## src/rtl/dcw_pkg.sv

```systemverilog
package dcw_pkg;
   localparam int PTR_W  = 24;
   localparam int WORD_W = 32;
   localparam int LEN_W  = 8;

   typedef enum logic [1:0] {
      END_NONE  = 2'd0,
      END_TERM  = 2'd1,
      END_LOOP  = 2'd2,
      END_LIMIT = 2'd3
   } end_cause_e;

   typedef enum logic [2:0] {
      S_IDLE,
      S_CHECK,
      S_HREQ,
      S_HWAIT,
      S_PREQ,
      S_PWAIT,
      S_PSEND,
      S_NEXT
   } walk_state_e;
endpackage

```

## src/rtl/dcw_loop_guard.sv

```systemverilog
module dcw_loop_guard #(
   parameter int PTR_W  = 24,
   parameter bit ENABLE = 1'b1
) (
   input  logic             clk,
   input  logic             rst_n,
   input  logic             clear,
   input  logic [PTR_W-1:0] chk_addr,
   input  logic             commit,
   output logic             hit
);
   localparam logic [PTR_W-1:0] SENTINEL = {PTR_W{1'b1}};

   initial begin : p_param_chk
      assert (PTR_W >= 8) else $error("dcw_loop_guard: PTR_W too small");
   end

   generate
      if (ENABLE) begin : g_guard
         logic [PTR_W-1:0] last_q, back_q, fwd_q;

         always_ff @(posedge clk or negedge rst_n) begin
            if (!rst_n) begin
               last_q <= SENTINEL;
               back_q <= SENTINEL;
               fwd_q  <= SENTINEL;
            end else if (clear) begin
               last_q <= SENTINEL;
               back_q <= SENTINEL;
               fwd_q  <= SENTINEL;
            end else if (commit) begin
               if (chk_addr < last_q) back_q <= chk_addr;
               else                   fwd_q  <= chk_addr;
               last_q <= chk_addr;
            end
         end

         assign hit = (chk_addr == back_q) || (chk_addr == fwd_q);

         // a committed address becomes the new "last" value
         assert_guard_records_R5: assert property (@(posedge clk) disable iff (!rst_n)
            commit && !clear |=> last_q == $past(chk_addr));
         // a committed address matches back or forward afterwards
         assert_guard_hit_after_commit_R5: assert property (@(posedge clk) disable iff (!rst_n)
            commit && !clear |=> (back_q == $past(chk_addr)) || (fwd_q == $past(chk_addr)));
      end else begin : g_no_guard
         logic unused_guard;
         assign unused_guard = ^{clk, rst_n, clear, chk_addr, commit};
         assign hit = 1'b0;
      end
   endgenerate
endmodule

```

## src/rtl/dcw_word_tally.sv

```systemverilog
module dcw_word_tally #(
   parameter int CNT_W    = 32,
   parameter int ADD_W    = 9,
   parameter bit SATURATE = 1'b1
) (
   input  logic             clk,
   input  logic             rst_n,
   input  logic             clr,
   input  logic             add_en,
   input  logic [ADD_W-1:0] add_val,
   output logic [CNT_W-1:0] count
);
   initial begin : p_param_chk
      assert (CNT_W > ADD_W) else $error("dcw_word_tally: CNT_W must exceed ADD_W");
   end

   logic [CNT_W:0]   sum_wide;
   logic [CNT_W-1:0] next_val;

   assign sum_wide = {1'b0, count} + {{(CNT_W + 1 - ADD_W){1'b0}}, add_val};

   generate
      if (SATURATE) begin : g_sat
         assign next_val = sum_wide[CNT_W] ? {CNT_W{1'b1}} : sum_wide[CNT_W-1:0];
      end else begin : g_wrap
         assign next_val = sum_wide[CNT_W-1:0];
      end
   endgenerate

   always_ff @(posedge clk or negedge rst_n) begin
      if (!rst_n)      count <= '0;
      else if (clr)    count <= CNT_W'(1);
      else if (add_en) count <= next_val;
   end

   // every walk starts its tally at one for the initial pointer
   assert_tally_starts_at_one_R7: assert property (@(posedge clk) disable iff (!rst_n)
      clr |=> count == CNT_W'(1));
   // the tally never decreases while adding
   assert_tally_monotonic_R7: assert property (@(posedge clk) disable iff (!rst_n)
      add_en && !clr |=> count >= $past(count));
endmodule

```

## src/rtl/dma_chain_walker.sv

```systemverilog
module dma_chain_walker
   import dcw_pkg::*;
#(
   parameter int ADDR_W     = 21,
   parameter int MAX_NODES  = 2000000,
   parameter int CNT_W      = 32,
   parameter bit LOOP_GUARD = 1'b1,
   parameter bit SAT_COUNT  = 1'b1
) (
   input  logic              clk,
   input  logic              rst_n,
   input  logic              start,
   input  logic [23:0]       start_addr,
   output logic              busy,
   output logic              mem_req,
   output logic [ADDR_W-1:0] mem_addr,
   input  logic              mem_rvalid,
   input  logic [31:0]       mem_rdata,
   output logic              pay_valid,
   output logic [31:0]       pay_data,
   input  logic              pay_ready,
   output logic              done,
   output logic [1:0]        done_cause,
   output logic [CNT_W-1:0]  word_count
);
   localparam int NODE_W = $clog2(MAX_NODES + 1);
   localparam int ADD_W  = LEN_W + 1;
   localparam int HI_PAD = PTR_W - ADDR_W;
   localparam logic [NODE_W-1:0] NODE_CAP = NODE_W'(MAX_NODES);
   localparam logic [ADDR_W-1:0] WORD_STEP = ADDR_W'(4);

   initial begin : p_param_chk
      assert (ADDR_W >= 3 && ADDR_W <= 23) else $error("ADDR_W out of range");
      assert (MAX_NODES >= 1) else $error("MAX_NODES must be positive");
      assert (CNT_W > ADD_W) else $error("CNT_W too narrow");
   end

   walk_state_e       state_q;
   end_cause_e        cause_q;
   logic [ADDR_W-1:0] node_q, pay_addr_q;
   logic [LEN_W-1:0]  remain_q;
   logic [PTR_W-1:0]  next_q;
   logic [NODE_W-1:0] nodes_q;
   logic [WORD_W-1:0] pay_q;
   logic              done_q;

   logic              accept;
   logic              at_cap;
   logic              guard_hit;
   logic              guard_commit;
   logic [LEN_W-1:0]  hdr_len;
   logic              unused_bits;

   assign accept   = (state_q == S_IDLE) && start;
   assign at_cap   = (nodes_q == NODE_CAP);
   assign hdr_len  = mem_rdata[WORD_W-1 -: LEN_W];
   assign guard_commit = (state_q == S_CHECK) && !at_cap && !guard_hit;
   assign unused_bits  = ^{start_addr[PTR_W-1:ADDR_W], start_addr[1:0],
                           next_q[PTR_W-2:ADDR_W], next_q[1:0]};

   dcw_loop_guard #(
      .PTR_W  (PTR_W),
      .ENABLE (LOOP_GUARD)
   ) u_guard (
      .clk      (clk),
      .rst_n    (rst_n),
      .clear    (accept),
      .chk_addr ({{HI_PAD{1'b0}}, node_q}),
      .commit   (guard_commit),
      .hit      (guard_hit)
   );

   dcw_word_tally #(
      .CNT_W    (CNT_W),
      .ADD_W    (ADD_W),
      .SATURATE (SAT_COUNT)
   ) u_tally (
      .clk     (clk),
      .rst_n   (rst_n),
      .clr     (accept),
      .add_en  ((state_q == S_HWAIT) && mem_rvalid),
      .add_val ({1'b0, hdr_len} + ADD_W'(1)),
      .count   (word_count)
   );

   always_ff @(posedge clk or negedge rst_n) begin
      if (!rst_n) begin
         state_q    <= S_IDLE;
         cause_q    <= END_NONE;
         node_q     <= '0;
         pay_addr_q <= '0;
         remain_q   <= '0;
         next_q     <= '0;
         nodes_q    <= '0;
         pay_q      <= '0;
         done_q     <= 1'b0;
      end else begin
         done_q <= 1'b0;
         unique case (state_q)
            S_IDLE: begin
               if (start) begin
                  node_q  <= {start_addr[ADDR_W-1:2], 2'b00};
                  nodes_q <= '0;
                  state_q <= S_CHECK;
               end
            end
            S_CHECK: begin
               if (at_cap) begin
                  cause_q <= END_LIMIT;
                  done_q  <= 1'b1;
                  state_q <= S_IDLE;
               end else if (guard_hit) begin
                  cause_q <= END_LOOP;
                  done_q  <= 1'b1;
                  state_q <= S_IDLE;
               end else begin
                  nodes_q <= nodes_q + NODE_W'(1);
                  state_q <= S_HREQ;
               end
            end
            S_HREQ: state_q <= S_HWAIT;
            S_HWAIT: begin
               if (mem_rvalid) begin
                  remain_q   <= hdr_len;
                  next_q     <= mem_rdata[PTR_W-1:0];
                  pay_addr_q <= node_q + WORD_STEP;
                  state_q    <= (hdr_len == '0) ? S_NEXT : S_PREQ;
               end
            end
            S_PREQ: state_q <= S_PWAIT;
            S_PWAIT: begin
               if (mem_rvalid) begin
                  pay_q   <= mem_rdata;
                  state_q <= S_PSEND;
               end
            end
            S_PSEND: begin
               if (pay_ready) begin
                  remain_q   <= remain_q - LEN_W'(1);
                  pay_addr_q <= pay_addr_q + WORD_STEP;
                  state_q    <= (remain_q == LEN_W'(1)) ? S_NEXT : S_PREQ;
               end
            end
            S_NEXT: begin
               if (next_q[PTR_W-1]) begin
                  cause_q <= END_TERM;
                  done_q  <= 1'b1;
                  state_q <= S_IDLE;
               end else begin
                  node_q  <= {next_q[ADDR_W-1:2], 2'b00};
                  state_q <= S_CHECK;
               end
            end
            default: state_q <= S_IDLE;
         endcase
      end
   end

   assign busy       = (state_q != S_IDLE);
   assign mem_req    = (state_q == S_HREQ) || (state_q == S_PREQ);
   assign mem_addr   = (state_q == S_HREQ) ? node_q : pay_addr_q;
   assign pay_valid  = (state_q == S_PSEND);
   assign pay_data   = pay_q;
   assign done       = done_q;
   assign done_cause = cause_q;

   // read request lasts a single cycle
   assert_req_pulse_R9: assert property (@(posedge clk) disable iff (!rst_n)
      mem_req |=> !mem_req);
   // no request between a request and its response
   assert_single_outstanding_R9: assert property (@(posedge clk) disable iff (!rst_n)
      mem_req |=> !mem_req && (busy || mem_rvalid));
   // read addresses are word aligned
   assert_addr_aligned_R2: assert property (@(posedge clk) disable iff (!rst_n)
      mem_req |-> mem_addr[1:0] == 2'b00);
   // payload held steady under back-pressure
   assert_pay_hold_R3: assert property (@(posedge clk) disable iff (!rst_n)
      pay_valid && !pay_ready |=> pay_valid && $stable(pay_data));
   // done is a single-cycle pulse
   assert_done_pulse_R8: assert property (@(posedge clk) disable iff (!rst_n)
      done |=> !done);
   // a reported end always carries a cause and leaves the block idle
   assert_done_cause_R8: assert property (@(posedge clk) disable iff (!rst_n)
      done |-> done_cause != 2'd0 && !busy);
   // a start while busy does not restart the walk
   assert_start_ignored_R8: assert property (@(posedge clk) disable iff (!rst_n)
      busy && start |=> busy || done);
endmodule

```

## config.mk

```make
export PLATFORM = sky130hd
export DESIGN_NAME = dma_chain_walker
export DESIGN_NICKNAME = d
export VERILOG_FILES = /design/src/rtl/dcw_pkg.sv /design/src/rtl/dcw_loop_guard.sv /design/src/rtl/dcw_word_tally.sv /design/src/rtl/dma_chain_walker.sv
export SDC_FILE = /design/constraint.sdc
export NUM_CORES = 1
export LEC_CHECK = 0
export BUFFER_PORTS_ARGS = -buffer_cell sky130_fd_sc_hd__buf_2
export CAP_MARGIN = 20
export CORE_ASPECT_RATIO = 0.5
export CORE_MARGIN = 2
export CORE_UTILIZATION = 40
export CTS_CLUSTER_DIAMETER = 200
export DETAILED_ROUTE_END_ITERATION = 16
export GPL_TIMING_DRIVEN = 0
export PLACE_DENSITY = 0.62
export SLEW_MARGIN = 40
export SYNTH_ARGS = -nofsm -noshare
export SYNTH_HDL_FRONTEND = slang
export SYNTH_SLANG_ARGS = --single-unit
```

## constraint.sdc

```tcl
create_clock -name clk -period 4.05 [get_ports clk]
set_clock_uncertainty 0.2 [all_clocks]
set_input_delay 0.405 -clock clk [delete_from_list [all_inputs] [get_ports clk]]
set_output_delay 0.405 -clock clk [all_outputs]
set_load 0.05 [all_outputs]
```

=== Yosys cells after proc, flatten, opt, wreduce, memory -nomap -nowiden ===
Index checks and enable logic that the tools add are counted.

* Output and inout port bits: 91
* Input bits: 61
* Bits in registers: 237

* Reductions and logical operators: 27
* Add/subtract/negate cells: 6
* Equality and inequality tests: 21
* Muxes and demuxes: 43
* $lt $le $gt $ge: 1

{| class="wikitable"
|+ Operators with widths
! cell !! count
|-
| $mux W24 || 8
|-
| $mux W21 || 8
|-
| $pmux W21 S2 || 3
|-
| $mux W32 || 3
|-
| $eq A21 B24 Y1 || 2
|-
| $add A21 B3 Y21 const B || 2
|-
| $add A32 B9 Y33 || 1
|-
| $lt A21 B24 Y1 || 1
|-
| $pmux W3 S8 || 1
|-
| $add A21 B1 Y21 const B || 1
|-
| $eq A21 B21 Y1 const B || 1
|-
| $mux W8 || 2
|-
| $ne A2 B2 Y1 const B || 8
|-
| $pmux W8 S2 || 1
|-
| $mux W2 || 7
|-
| $reduce_bool A2 Y1 || 7
|-
| $eq A3 B3 Y1 const B || 4
|-
| $mux W3 || 4
|-
| $add A8 B1 Y9 const B || 1
|-
| $reduce_and A3 Y1 || 3
|-
| $eq A8 B1 Y1 const B || 1
|-
| $logic_not A8 Y1 || 1
|-
| $reduce_and A2 Y1 || 4
|-
| $reduce_and A4 Y1 || 2
|-
| other kinds (13) || 22
|}

=== Depth between registers and ports, before layout ===
* Depth after elaboration: 6
* Gate-level depth with buffers: 15
* Depth with buffers taken out: 11

=== Cells and area by module ===
From an unflattened synthesis, not the netlist that was laid out.

* Cell total of the unflattened synthesis: 1307
* Area total of the unflattened synthesis: 13120.1 sq um

{| class="wikitable"
|+ By module, submodules not included
! module !! cells each !! times used !! area each (sq um)
|-
| dma_chain_walker || 756 || 1 || 7059.3
|-
| dcw_loop_guard || 337 || 1 || 4000.1
|-
| dcw_word_tally || 214 || 1 || 2060.7
|}

=== Worst setup path before layout ===
No wires, ideal clock.

* Path kind: reg2reg
* Start: register state_q[0]
* End: register pay_addr_q[20]
* Data arrival time: 2971 ps
* Slack: 746 ps
* Clock period less this slack: 3304 ps
* Library setup time: 133 ps
* Stages on the path, launching flop included: 15
* Path buffers: 4
* Path through: dfrtp_1 -> nand3b_2 -> inv_2 -> buf_6 -> buf_2 -> buf_2 -> buf_2 -> nand2_1 -> o21ai_0 -> ha_1 -> o2111ai_2 -> or3_4 -> o21ai_2 -> a21oi_2 -> a2bb2oi_2

* Cells in the longest elaborated chain, start to end: 3
* Elaborated cells on any way between the ends: 7
* Those cells by class: eq/ne: 4; mux: 1; reduce/logical: 2

{| class="wikitable"
|+ Ends and longest elaborated chain
! item !! RTL line !! text
|-
| from (decl) || dma_chain_walker.sv:38 || <nowiki>walk_state_e state_q;</nowiki>
|-
| from (signal assigned) || dma_chain_walker.sv:127 || <nowiki>state_q <= (hdr_len == '0) ? S_NEXT : S_PREQ;</nowiki>
|-
| from (signal assigned) || dma_chain_walker.sv:141 || <nowiki>state_q <= (remain_q == LEN_W'(1)) ? S_NEXT : S_PREQ;</nowiki>
|-
| $eq A3 B3 Y1 (*) || -- ||
|-
| net pay_valid || dma_chain_walker.sv:19 || <nowiki>output logic pay_valid,</nowiki>
|-
| $ne A2 B1 Y1 (no line) / $reduce_bool A2 Y1 (equally long branches) || -- ||
|-
| $reduce_and A3 Y1 (no line) || -- ||
|-
| to (signal assigned) || dma_chain_walker.sv:126 || <nowiki>pay_addr_q <= node_q + WORD_STEP;</nowiki>
|-
| to (signal assigned) || dma_chain_walker.sv:140 || <nowiki>pay_addr_q <= pay_addr_q + WORD_STEP;</nowiki>
|-
| to (decl) || dma_chain_walker.sv:40 || <nowiki>logic [ADDR_W-1:0] node_q, pay_addr_q;</nowiki>
|}

Mark *: on every way through the listed nets, which the timed path passes. The rest lies on a longest branch.
A chain may end at the register's enable or synchronous reset.

=== Final worst setup path ===
* Start: register state_q[0]
* End: register pay_addr_q[18]

* Cells in the longest elaborated chain, start to end: 3
* Elaborated cells on any way between the ends: 7
* Those cells by class: eq/ne: 4; mux: 1; reduce/logical: 2

{| class="wikitable"
|+ Ends and longest elaborated chain
! item !! RTL line !! text
|-
| $eq A3 B3 Y1 / $eq A3 B2 Y1 (equally long branches) || dma_chain_walker.sv:99 || <nowiki>unique case (state_q)</nowiki>
|-
| $ne A2 B1 Y1 (no line), or another cell as far along || -- ||
|-
| $reduce_and A3 Y1 (no line) || -- ||
|}

Several ways; a longest one is shown, not always the timed one.

==> summary.txt <==
Clocking
  – Root Driver: clkbuf_16
  – Post-CTS sizing: 0
  – CTS tree: yes
  – Clk slew on worst S/H paths: 0.07 ns
  – Clk_lat worst skew: 0.53 ns
  – CTS sink cnt: 217
  – H-tree depth: 1
  – Total CTS buffers: 23
  – Clock Path Buffers: 3

Detailed routing
  – # DRC: 0
  – Drt total wl: 36900 µm
  – DR WL/cell: 19.1 µm
  – Routed vias/inst: 5.57
  – Vias: 10800
  – DRT antenna net count: 0
  – Router iterations before antenna repair: 5
  – DRC violation total after the first TritonRoute iteration: 887

Floorplanning
  – Die area: 0.0321 mm²
  – Die X: 252 µm
  – Core area: 0.0302 mm²
  – Ports: 152
  – Std-Cell Rows: 45
  – Initial Utilization: 0.405
  – Die Ht: 128 µm

Placed design
  – GP Congestion: 0.895
  – Placed Cells: 1864
  – # port buffers: 144
  – HPWL after detailed placement: 26600 µm

Logic synthesis
  – Combinational family with the most area after synthesis: simple AND/OR/NAND/NOR gates
  – Top cell type's share of synthesized area: 0.321
  – Synth Area in Compound Gates: 0.138
  – EDFF count, synth: 0
  – Seq/Total Area, Yosys: 0.449
  – Post-synth top area cell: dfrtp_1
  – Most common flop cell mapped by yosys: dfrtp_1
  – Synthesized-area fraction occupied by adder cells: 0.0343
  – #FFs+latches synth: 217
  – Distinct cell type count after synthesis: 83
  – Main area contributors after synthesis: dfrtp_1, dfstp_2, mux2i_1
  – Post-synthesis async set-or-reset flop share: 1.00
  – XOR/XNOR Fraction of Synth Area: 0.0372
  – Yosys warning count: 0
  – Post-Syn Instances: 1317
  – Mapped cell area: 0.0123 mm²
  – Post-synthesis average cell area: 9.31 µm²
  – Simple-Gate Fraction of Synth Area: 0.178
  – Post-synthesis mux area share: 0.108

Global routing
  – Largest net degree at the start of global routing: 78
  – Vias in the first global route: 10900
  – Met2 Usage GRT: 0.402
  – Global-route wire length before repair: 59400 µm
  – Total grt overflow: 0
  – Met3 Use GR: 0.0343
  – Initial antenna violation count: 0
  – Tot GR Track Use: 0.232
  – Met1 GRT Util: 0.307
  – GRT busiest layer: met2

Setup path
  – Critical-path cell list: nand3b_2, inv_2, buf_6, buf_2, buf_2, nand2_1, o21ai_0, ha_1, o2111ai_2, nor2_1, nand2_1, a2111oi_0, a211oi_1
  – Stages on the worst setup path: 13
  – CP bufs+invs: 4
  – Worst R2R Path Depth: 13
  – Worst reg2reg endpoint: pay_addr_q[18]
  – Crit start category: register
  – Setup slack, reg-to-reg: 0.31 ns
  – Critical R2R Launch: state_q[0]
  – Worst Setup SP: state_q[0]
  – CP required: 4.25 ns
  – Crit path capture type: register
  – Critical path data arrival time: 3.94 ns
  – Setup CP Type: reg -> reg
  – CP Capture Point: pay_addr_q[18]
  – Slowest CP cell: a2111oi_0
  – CP Max Fanout: 19
  – Crit path max-delay family: compound AO/OA/AOI/OAI gates
  – Critical Path Max Stage Delay: 0.53 ns

Cells and area
  – Share of cells above drive strength 1: 0.232
  – Post-Layout Cell Count: 1939
  – Final net count: 1617
  – Area delta synth->final: 19.6%
  – Commonest non-fill, non-tap cells in the layout: nand2_1, buf_2, dfrtp_1
  – Commonest non-fill, non-tap cell in the layout: nand2_1
  – # diodes: 0

Pwr
  – Pwr Total: 11.9 mW
  – Lkg Pwr: 6.78 nW
  – Power Dens Cells: 810 mW/mm²
  – VDD IR max: 0.000342 V

STA
  – Final period util: 0.923
  – Slew Limit Fails: 0
  – Max frequency: 267 MHz
  – Worst slew pin tran: 0.819 ns
  – Min Tclk post-route: 3.74 ns
  – RSZ-0062 raised after global routing: false
  – Min Hold Slack: -0.00582 ns
  – # setup viols final: 0
  – Slew HR: 0.454
  – Fin. Hold Viols: 1

Flow run
  – Max-cap check violation count: 0

Outcome
  – Status: finished, violations left
  – Violated checks: negative hold slack

Worst hold path
  – Min-Delay Path Class: in -> reg
-- per-layer routing --
| layer | vias to the layer above | part of all wire |
|---|---|---|
| li1 | 5033 | - |
| met5 | - | 0 |
| met4 | 0 | 0.026 |
| met3 | 68 | 0.047 |
| met1 | 5422 | 0.44 |
| met2 | 282 | 0.49 |
-- cells in the mapped netlist, drive strengths merged (12+ instances only) --
cell / n
dfrtp: 157
a21oi: 62
buf: 48
o21ai: 72
a21o: 13
ha: 32
nor4: 12
xor2: 26
inv: 68
clkbuf: 40
nand2: 179
nor3: 33
o211ai: 30
dfstp: 60
nand3: 51
xnor2: 26
mux2i: 77
nor2: 122
nand4: 19
mux2: 49
-- worst min path at each step --
stage,start,to,cells after the start
floorplan,rst_n,done,0
global placement,done_cause[1],done_cause[1],1
detailed placement,rst_n,u_tally.count[8],1
CTS,mem_rdata[27],pay_data[27],2
global route,mem_rdata[29],pay_data[29],2
finish,start_addr[7],node_q[7],3
-- cell families after synthesis --
kind of cell	Yosys count
other	1
adders and majority gates	33
DFF	217
buffers and inverters	156
AOI/OAI and AO/OA	259
xor gates and xnor gates	52
and+or+nand+nor	473
muxes	126
-- power by group --
group	internal (mW)	leakage, nW	total (mW)	switching (mW)
Clock	1.24	0.371	2.15	0.910
Combinational	1.97	3.78	5.99	4.02
Sequential	3.16	2.63	3.75	0.592
-- final cells by class --
cell class	instances	area, µm²
Inverter	68	255
Buffer	87	417
Timing Repair Buffer	181	1150
Tap cell	399	499
Multi-Input combinational cell	945	6080
Sequential cell	217	5510
Clock buffer	35	691
Fill cell	2836	15600
Clock inverter	7	60.1
-- through the flow --
| step | util | cell area, µm² | setup WS [ns] | setup TNS [ns] |
|---|---|---|---|---|
| 2_1_floorplan | - | 12300 | 0.746 | 0 |
| 3_3_place_gp | 0.446 | 13500 | -1.46 | -230.31 |
| 3_5_place_dp | 0.449 | 13600 | 0.210 | 0 |
| 4_1_cts | 0.485 | 14700 | 0.205 | 0 |
| 5_1_grt | 0.485 | 14700 | 0.132 | 0 |
| 6_report | 0.485 | 14700 | 0.312 | 0 |
-- sequential cells by signal, summed over array words and instances, names as in the netlist --
register	flops
next_q	20
u_guard.g_guard.last_q	20
nodes_q	21
done_cause	2
remain_q	8
state_q	3
pay_addr_q	19
u_guard.g_guard.fwd_q	20
done	1
u_tally.count	32
node_q	19
pay_data	32
u_guard.g_guard.back_q	20
-- worst min-delay path, cell delays in order --
cell     delay [ns]
buf_2          0.08
mux2i_1        0.05
o21ai_0        0.14
-- repair_timing --
action	CTS	global route
hold buffers	34	0
setup buffers	0	0
endpoints found under the hold margin	130	0
setup endpoints to repair	0	3
No activity file was read; power rests on OpenSTA's default activity.
